### config.mk
export PLATFORM = sky130hd
export DESIGN_NAME = bldc_commutator
export DESIGN_NICKNAME = d
export VERILOG_FILES = /design/src/rtl/bldc_pkg.sv /design/src/rtl/bldc_glitch_filter.sv /design/src/rtl/bldc_drive_logic.sv /design/src/rtl/bldc_tach.sv /design/src/rtl/bldc_commutator.sv
export SDC_FILE = /design/constraint.sdc
export NUM_CORES = 1
export LEC_CHECK = 0
export BUFFER_PORTS_ARGS = -buffer_cell sky130_fd_sc_hd__buf_4
export CORE_UTILIZATION = 40
export CTS_BUF_LIST = sky130_fd_sc_hd__clkbuf_8
export CTS_CLUSTER_SIZE = 20
export DETAILED_ROUTE_END_ITERATION = 8
export GPL_TIMING_DRIVEN = 0
export HOLD_SLACK_MARGIN = 0.15
export SYNTH_ARGS = -nofsm -noshare
export SYNTH_HDL_FRONTEND = slang
export SYNTH_HIERARCHICAL = 1
export SYNTH_SLANG_ARGS = --single-unit
### constraint.sdc
create_clock -name clk -period 4.53 [get_ports clk]
set_input_delay 0.906 -clock clk [delete_from_list [all_inputs] [get_ports clk]]
set_output_delay 0.906 -clock clk [all_outputs]
set_load 0.01 [all_outputs]
### src/rtl/bldc_pkg.sv
package bldc_pkg;

  typedef struct packed {
    logic [2:0] hi;
    logic [2:0] lo;
  } gate_t;

  function automatic logic hall_legal(input logic [2:0] code);
    return (code != 3'b000) && (code != 3'b111);
  endfunction

  // phase bits: [2]=U [1]=V [0]=W
  function automatic gate_t step_decode(input logic [2:0] code, input logic rev);
    gate_t g;
    case (code)
      3'b101:  g = '{hi: 3'b100, lo: 3'b010};
      3'b100:  g = '{hi: 3'b100, lo: 3'b001};
      3'b110:  g = '{hi: 3'b010, lo: 3'b001};
      3'b010:  g = '{hi: 3'b010, lo: 3'b100};
      3'b011:  g = '{hi: 3'b001, lo: 3'b100};
      3'b001:  g = '{hi: 3'b001, lo: 3'b010};
      default: g = '{hi: 3'b000, lo: 3'b000};
    endcase
    if (rev) g = '{hi: g.lo, lo: g.hi};
    return g;
  endfunction

endpackage

### src/rtl/bldc_glitch_filter.sv
module bldc_glitch_filter #(
  parameter int W         = 3,
  parameter int STABLE    = 8,
  parameter logic [W-1:0] RESET_VAL = '0
) (
  input  logic         clk,
  input  logic         rst_n,
  input  logic [W-1:0] raw,
  output logic [W-1:0] filt
);
  localparam int CW = $clog2(STABLE + 1);
  localparam logic [CW-1:0] LAST = CW'(STABLE - 1);

  logic [W-1:0]  cand_q;
  logic [W-1:0]  out_q;
  logic [CW-1:0] cnt_q;
  logic          accept_w;

  assign accept_w = (raw == cand_q) && (cand_q != out_q) && (cnt_q == LAST);

  always_ff @(posedge clk or negedge rst_n) begin
    if (!rst_n) begin
      cand_q <= RESET_VAL;
      out_q  <= RESET_VAL;
      cnt_q  <= '0;
    end else if (raw != cand_q) begin
      cand_q <= raw;
      cnt_q  <= '0;
    end else if (cand_q != out_q) begin
      if (cnt_q == LAST) begin
        out_q <= cand_q;
        cnt_q <= '0;
      end else begin
        cnt_q <= cnt_q + 1'b1;
      end
    end else begin
      cnt_q <= '0;
    end
  end

  assign filt = out_q;

  AST_FILT_TAKES_CAND: assert property (@(posedge clk) disable iff (!rst_n)
    accept_w |=> (out_q == $past(cand_q)));
  AST_FILT_HOLDS: assert property (@(posedge clk) disable iff (!rst_n)
    !accept_w |=> $stable(out_q));
endmodule

### src/rtl/bldc_drive_logic.sv
module bldc_drive_logic
  import bldc_pkg::*;
(
  input  logic       clk,
  input  logic       rst_n,
  input  logic [2:0] hall_f,
  input  logic       dir_f,
  input  logic       brake_n_f,
  input  logic       disable_f,
  input  logic       pwm_off,
  input  logic       fault_off,
  output logic [2:0] hi_en,
  output logic [2:0] lo_en
);
  gate_t step_w;
  gate_t next_w;
  gate_t gate_q;
  logic  braking_w;
  logic  idle_w;

  assign step_w    = step_decode(hall_f, dir_f);
  assign braking_w = !fault_off && !disable_f && !brake_n_f;
  assign idle_w    = fault_off || disable_f;

  always_comb begin
    next_w = '{hi: 3'b000, lo: 3'b000};
    if (idle_w) begin
      next_w = '{hi: 3'b000, lo: 3'b000};
    end else if (braking_w) begin
      next_w = '{hi: 3'b000, lo: 3'b111};
    end else begin
      next_w = step_w;
      if (pwm_off) next_w.hi = 3'b000;
    end
  end

  always_ff @(posedge clk or negedge rst_n) begin
    if (!rst_n) gate_q <= '{hi: 3'b000, lo: 3'b000};
    else        gate_q <= next_w;
  end

  assign hi_en = gate_q.hi;
  assign lo_en = gate_q.lo;

  AST_NO_SHOOT_THROUGH: assert property (@(posedge clk) disable iff (!rst_n)
    (hi_en & lo_en) == 3'b000);
  AST_FAULT_ALL_OFF: assert property (@(posedge clk) disable iff (!rst_n)
    fault_off |=> (hi_en == 3'b000 && lo_en == 3'b000));
  AST_BRAKE_LOW_SIDES: assert property (@(posedge clk) disable iff (!rst_n)
    braking_w |=> (lo_en == 3'b111 && hi_en == 3'b000));
  AST_DISABLE_OFF: assert property (@(posedge clk) disable iff (!rst_n)
    disable_f |=> (hi_en == 3'b000 && lo_en == 3'b000));
  AST_ERROR_CODE_OFF: assert property (@(posedge clk) disable iff (!rst_n)
    (!braking_w && !hall_legal(hall_f)) |=> (hi_en == 3'b000 && lo_en == 3'b000));
  AST_PWM_OFF_HIGH: assert property (@(posedge clk) disable iff (!rst_n)
    (pwm_off && !braking_w) |=> (hi_en == 3'b000));
endmodule

### src/rtl/bldc_tach.sv
module bldc_tach
  import bldc_pkg::*;
(
  input  logic       clk,
  input  logic       rst_n,
  input  logic [2:0] hall_f,
  output logic       tach
);
  logic [2:0] last_q;   // 000 = no legal code seen yet
  logic       tach_q;
  logic       step_evt;

  assign step_evt = hall_legal(hall_f) && (last_q != 3'b000) && (hall_f != last_q);

  always_ff @(posedge clk or negedge rst_n) begin
    if (!rst_n) begin
      last_q <= 3'b000;
      tach_q <= 1'b0;
    end else begin
      if (hall_legal(hall_f)) last_q <= hall_f;
      if (step_evt)           tach_q <= ~tach_q;
    end
  end

  assign tach = tach_q;

  AST_TACH_FLIPS: assert property (@(posedge clk) disable iff (!rst_n)
    step_evt |=> (tach_q != $past(tach_q)));
  AST_TACH_STILL: assert property (@(posedge clk) disable iff (!rst_n)
    !step_evt |=> $stable(tach_q));
endmodule

### src/rtl/bldc_commutator.sv
module bldc_commutator #(
  parameter int HALL_STABLE  = 400,
  parameter int LOGIC_STABLE = 100
) (
  input  logic       clk,
  input  logic       rst_n,
  input  logic [2:0] hall_in,
  input  logic       dir_in,
  input  logic       brake_n_in,
  input  logic       disable_in,
  input  logic       pwm_off,
  input  logic       fault_off,
  output logic [2:0] hi_en,
  output logic [2:0] lo_en,
  output logic       tach_out
);
  logic [2:0] hall_f;
  logic [2:0] ctl_f;   // {dir, brake_n, disable}

  bldc_glitch_filter #(.W(3), .STABLE(HALL_STABLE), .RESET_VAL(3'b000)) u_hall_filt (
    .clk(clk), .rst_n(rst_n), .raw(hall_in), .filt(hall_f));

  bldc_glitch_filter #(.W(3), .STABLE(LOGIC_STABLE), .RESET_VAL(3'b011)) u_ctl_filt (
    .clk(clk), .rst_n(rst_n), .raw({dir_in, brake_n_in, disable_in}), .filt(ctl_f));

  bldc_drive_logic u_drive (
    .clk(clk), .rst_n(rst_n), .hall_f(hall_f),
    .dir_f(ctl_f[2]), .brake_n_f(ctl_f[1]), .disable_f(ctl_f[0]),
    .pwm_off(pwm_off), .fault_off(fault_off),
    .hi_en(hi_en), .lo_en(lo_en));

  bldc_tach u_tach (
    .clk(clk), .rst_n(rst_n), .hall_f(hall_f), .tach(tach_out));
endmodule

==> impl_results.md <==
* R2r endpoint: u_hall_filt/filt[0]
* Vert. Die Dim at 70.7 um
* Worst Hold Depth at 1
* DP HPWL at 2330 um
* H-tree lvl count at 2
* Die footprint at 4990 um2
* All-Layer GR Usage at 14.5%
* Starting Density at 42.4%
* Total of max-cap violations at 0
* Synth warn at 6
* Core Region at 4440 um2
* Hold_ws at 0.467 ns
* Async SR Flop Fraction at 100%
* Final Non-Filler Cells at 244
* Clock Tree Buf Depth at 2
* Worst skew pair latency at 0.30 ns
* Total CTS buffers at 5
* # diodes at 0
* Final setup vio count at 0
* Switching share of power at 20.2%
* Input/output buffers at 16
* Skew final at 0.00812 ns
* Nets at 203
* Worst hold start: u_hall_filt/cnt_q[0]
* Post-synth EDFFs at 0
* Top post-synthesis cells by area: dfrtp_1 (45%), xor2_1 (6.0%), dfstp_2 (5.6%)
* Routed len/inst at 13.5 um
* Die width at 70.7 um
* Period utilisation layout at 39.6%
* Detailed Route Iter0 Violations at 47
* Top cell type's share of synthesized area at 45.1%
* Primary FF master, synth: dfrtp_1
* Clk pwr share at 47.1%
* Max frequency at 557 MHz
* Area growth, synth to finish at 17.1%
* Min Tclk post-route at 1.79 ns
* DRT antenna net count at 0
* CTS Hold Bufs at 0
* P_int at 0.581 mW
* Vias in the first global route at 1259
* Worst Tran Pin Value at 0.475 ns
* Total negative setup slack at 0 ns
* Via-to-Cell Ratio at 5.10
* GP Congestion at 0.705
* Initial antenna violation count at 0
* Arr. time, crit path at 1.98 ns
* Layout cells sized above 1 at 24.5%
* Drt drc at 6
* Remaining global-route overflow at 0
* Status: finished, violations left
* Area of placed instances at 2070 um2
* Synth cell types at 38
* Post-CTS Setup Inserts at 0
* CP Capture Type: flip-flop
* Vias at 1245
* PD cells at 330 nW/um2
* Largest net degree at the start of global routing at 39
* Critical path fanouts, max at 5
* Top cell type by total area after synthesis: dfrtp_1
* Failing checks: design-rule violations
* VDD IR max at 132 uV
* WS Path Type: in -> reg
* Post-Syn Nets at 180
* Average size of a mapped cell at 11.2 um2
* Placed cells at 236
* #FFs+latches synth at 38
* Part of the power in registers at 48.1%
* Clock Sinks at 38
* Gate Count Post-Synth at 168
* Fin. max-slew vios at 0
* DRT Pass-1 Iters at 6
* CP startpoint kind: input pin
* Routed WL at 3290 um
* Root Buffer: clkbuf_8
* Post-layout util at 49.7%
* Hold path endpoint: u_hall_filt/cnt_q[0]
* Clk slew on worst S/H paths at 0.08 ns
* Endpoints failing hold at 0
* Cells on worst reg2reg path at 5
* Unrepaired setup endpoints after global routing: false
* Mapped Area at 1890 um2
* Post-cts gate resize count at 0
* Comb power frac at 4.7%
* R2R Path Start: u_hall_filt/cnt_q[0]
* Fin area at 2210 um2
* Slew HR at 68.4%
* CTS tree: built
* Hold Path Class: reg -> reg
* Switching power summed over all nets at 0.147 mW
* First-pass GRT wire length at 5490 um
* R2R setup slack at 2.91 ns
* Leak at 0.925 nW
* Sequential-to-total area share from yosys stat at 50.7%
* FP Rows at 24
* Boundary Pins at 17
* Worst Path Required at 4.72 ns
[metal layers]
| metal | vias up | global-route usage [%] | part of all wire [%] |
|---|---|---|---|
| li1 | 627 | - | - |
| met1 | 591 | 15.9 | 45 |
| met2 | 19 | 25.7 | 49 |
| met3 | 8 | 4.27 | 4.0 |
| met4 | 0 | 7.33 | 2.1 |
| met5 | - | 0 | 0 |
[power by group through the flow]
stage	combinational [mW]	sequential, mW	clock [mW]
floorplan	0.0154	0.356	0
global placement	0.0345	0.356	0
detailed placement	0.0354	0.357	0
CTS	0.0355	0.350	0.355
global route	0.0393	0.351	0.367
finish	0.0345	0.350	0.343
[critical path: stages]
cell	delay, ns
buf_4	0.12
xor2_1	0.16
nor3_2	0.31
nand3_2	0.15
mux2_1	0.33
[metrics by stage]
step | setup slack, ns | power, mW
2_1_floorplan | 2.65 | 0.372
3_3_place_gp | 2.43 | 0.391
3_5_place_dp | 2.43 | 0.392
4_1_cts | 2.75 | 0.741
5_1_grt | 2.65 | 0.758
6_report | 2.74 | 0.728
[logic make-up after synthesis]
| family | count (synthesis) | share of synthesized area, % |
|---|---|---|
| XOR/XNOR | 25 | 11.6 |
| adder cells (fa/ha/maj) | 2 | 1.33 |
| flip-flops | 38 | 50.7 |
| AO/OA/AOI/OAI | 20 | 7.03 |
| buffers and inverters | 13 | 3.25 |
| AND/OR/NAND/NOR | 64 | 22.5 |
| multiplexers | 6 | 3.58 |
[cell type report]
cell class / instances / area [um2]
Clock inverter: 3 / 68.8
Multi-Input combinational cell: 117 / 868
Inverter: 4 / 15.0
Sequential cell: 38 / 956
Timing Repair Buffer: 16 / 120
Clock buffer: 5 / 68.8
Tap cell: 52 / 65.1
Fill cell: 403 / 2240
Buffer: 9 / 46.3
[worst max-delay path by stage]
stage	slack (ns)	end	start	cells after the start
after floorplan	2.65	u_hall_filt/filt[0]	hall_in[2]	4
after global placement	2.43	u_hall_filt/filt[1]	hall_in[2]	5
after detailed placement	2.43	u_hall_filt/filt[1]	hall_in[2]	5
after CTS	2.75	u_hall_filt/filt[0]	hall_in[2]	5
after global routing	2.65	u_hall_filt/cnt_q[4]	hall_in[2]	5
final	2.74	u_hall_filt/filt[0]	hall_in[2]	5
[cells in the final DEF (no fill, tap or decap), drive strengths merged]
cell / instances
xnor2: 12
ha: 2
clkinv: 1
inv: 4
mux2: 6
dfrtp: 34
a21oi: 7
clkbuf: 11
dfstp: 4
nand3b: 8
buf: 19
o32ai: 1
nand2: 4
nor2: 16
a31oi: 4
o21ai: 6
a2111oi: 1
or3b: 6
or4b: 1
nand3: 9
o21a: 1
and3: 5
and2: 1
nand4: 3
nor4: 2
or2: 2
nand4b: 3
nand2b: 1
xor2: 13
nor3: 3
bufinv: 2
[sequential cells by signal (all words and copies together), names as in the netlist]
name                cells
u_tach/tach             1
u_drive/hi_en           3
u_hall_filt/cnt_q       9
u_hall_filt/filt        3
u_drive/lo_en           3
u_tach/last_q           3
u_ctl_filt/cand_q       3
u_ctl_filt/filt         3
u_ctl_filt/cnt_q        7
u_hall_filt/cand_q      3
[cells in the mapped netlist (3+ instances only)]
master    instances
or3b_1            6
dfrtp_1          34
a21oi_1           4
xnor2_1          12
clkbuf_1          6
a21oi_2           3
nand3b_1          8
nand3_1           8
dfstp_2           4
inv_1             4
nand2_1           4
xor2_1           13
a31oi_1           4
nor2_1           16
nand4b_1          3
mux2_1            4
and3_1            4
o21ai_0           6
No activity file was read; power rests on OpenSTA's default activity.
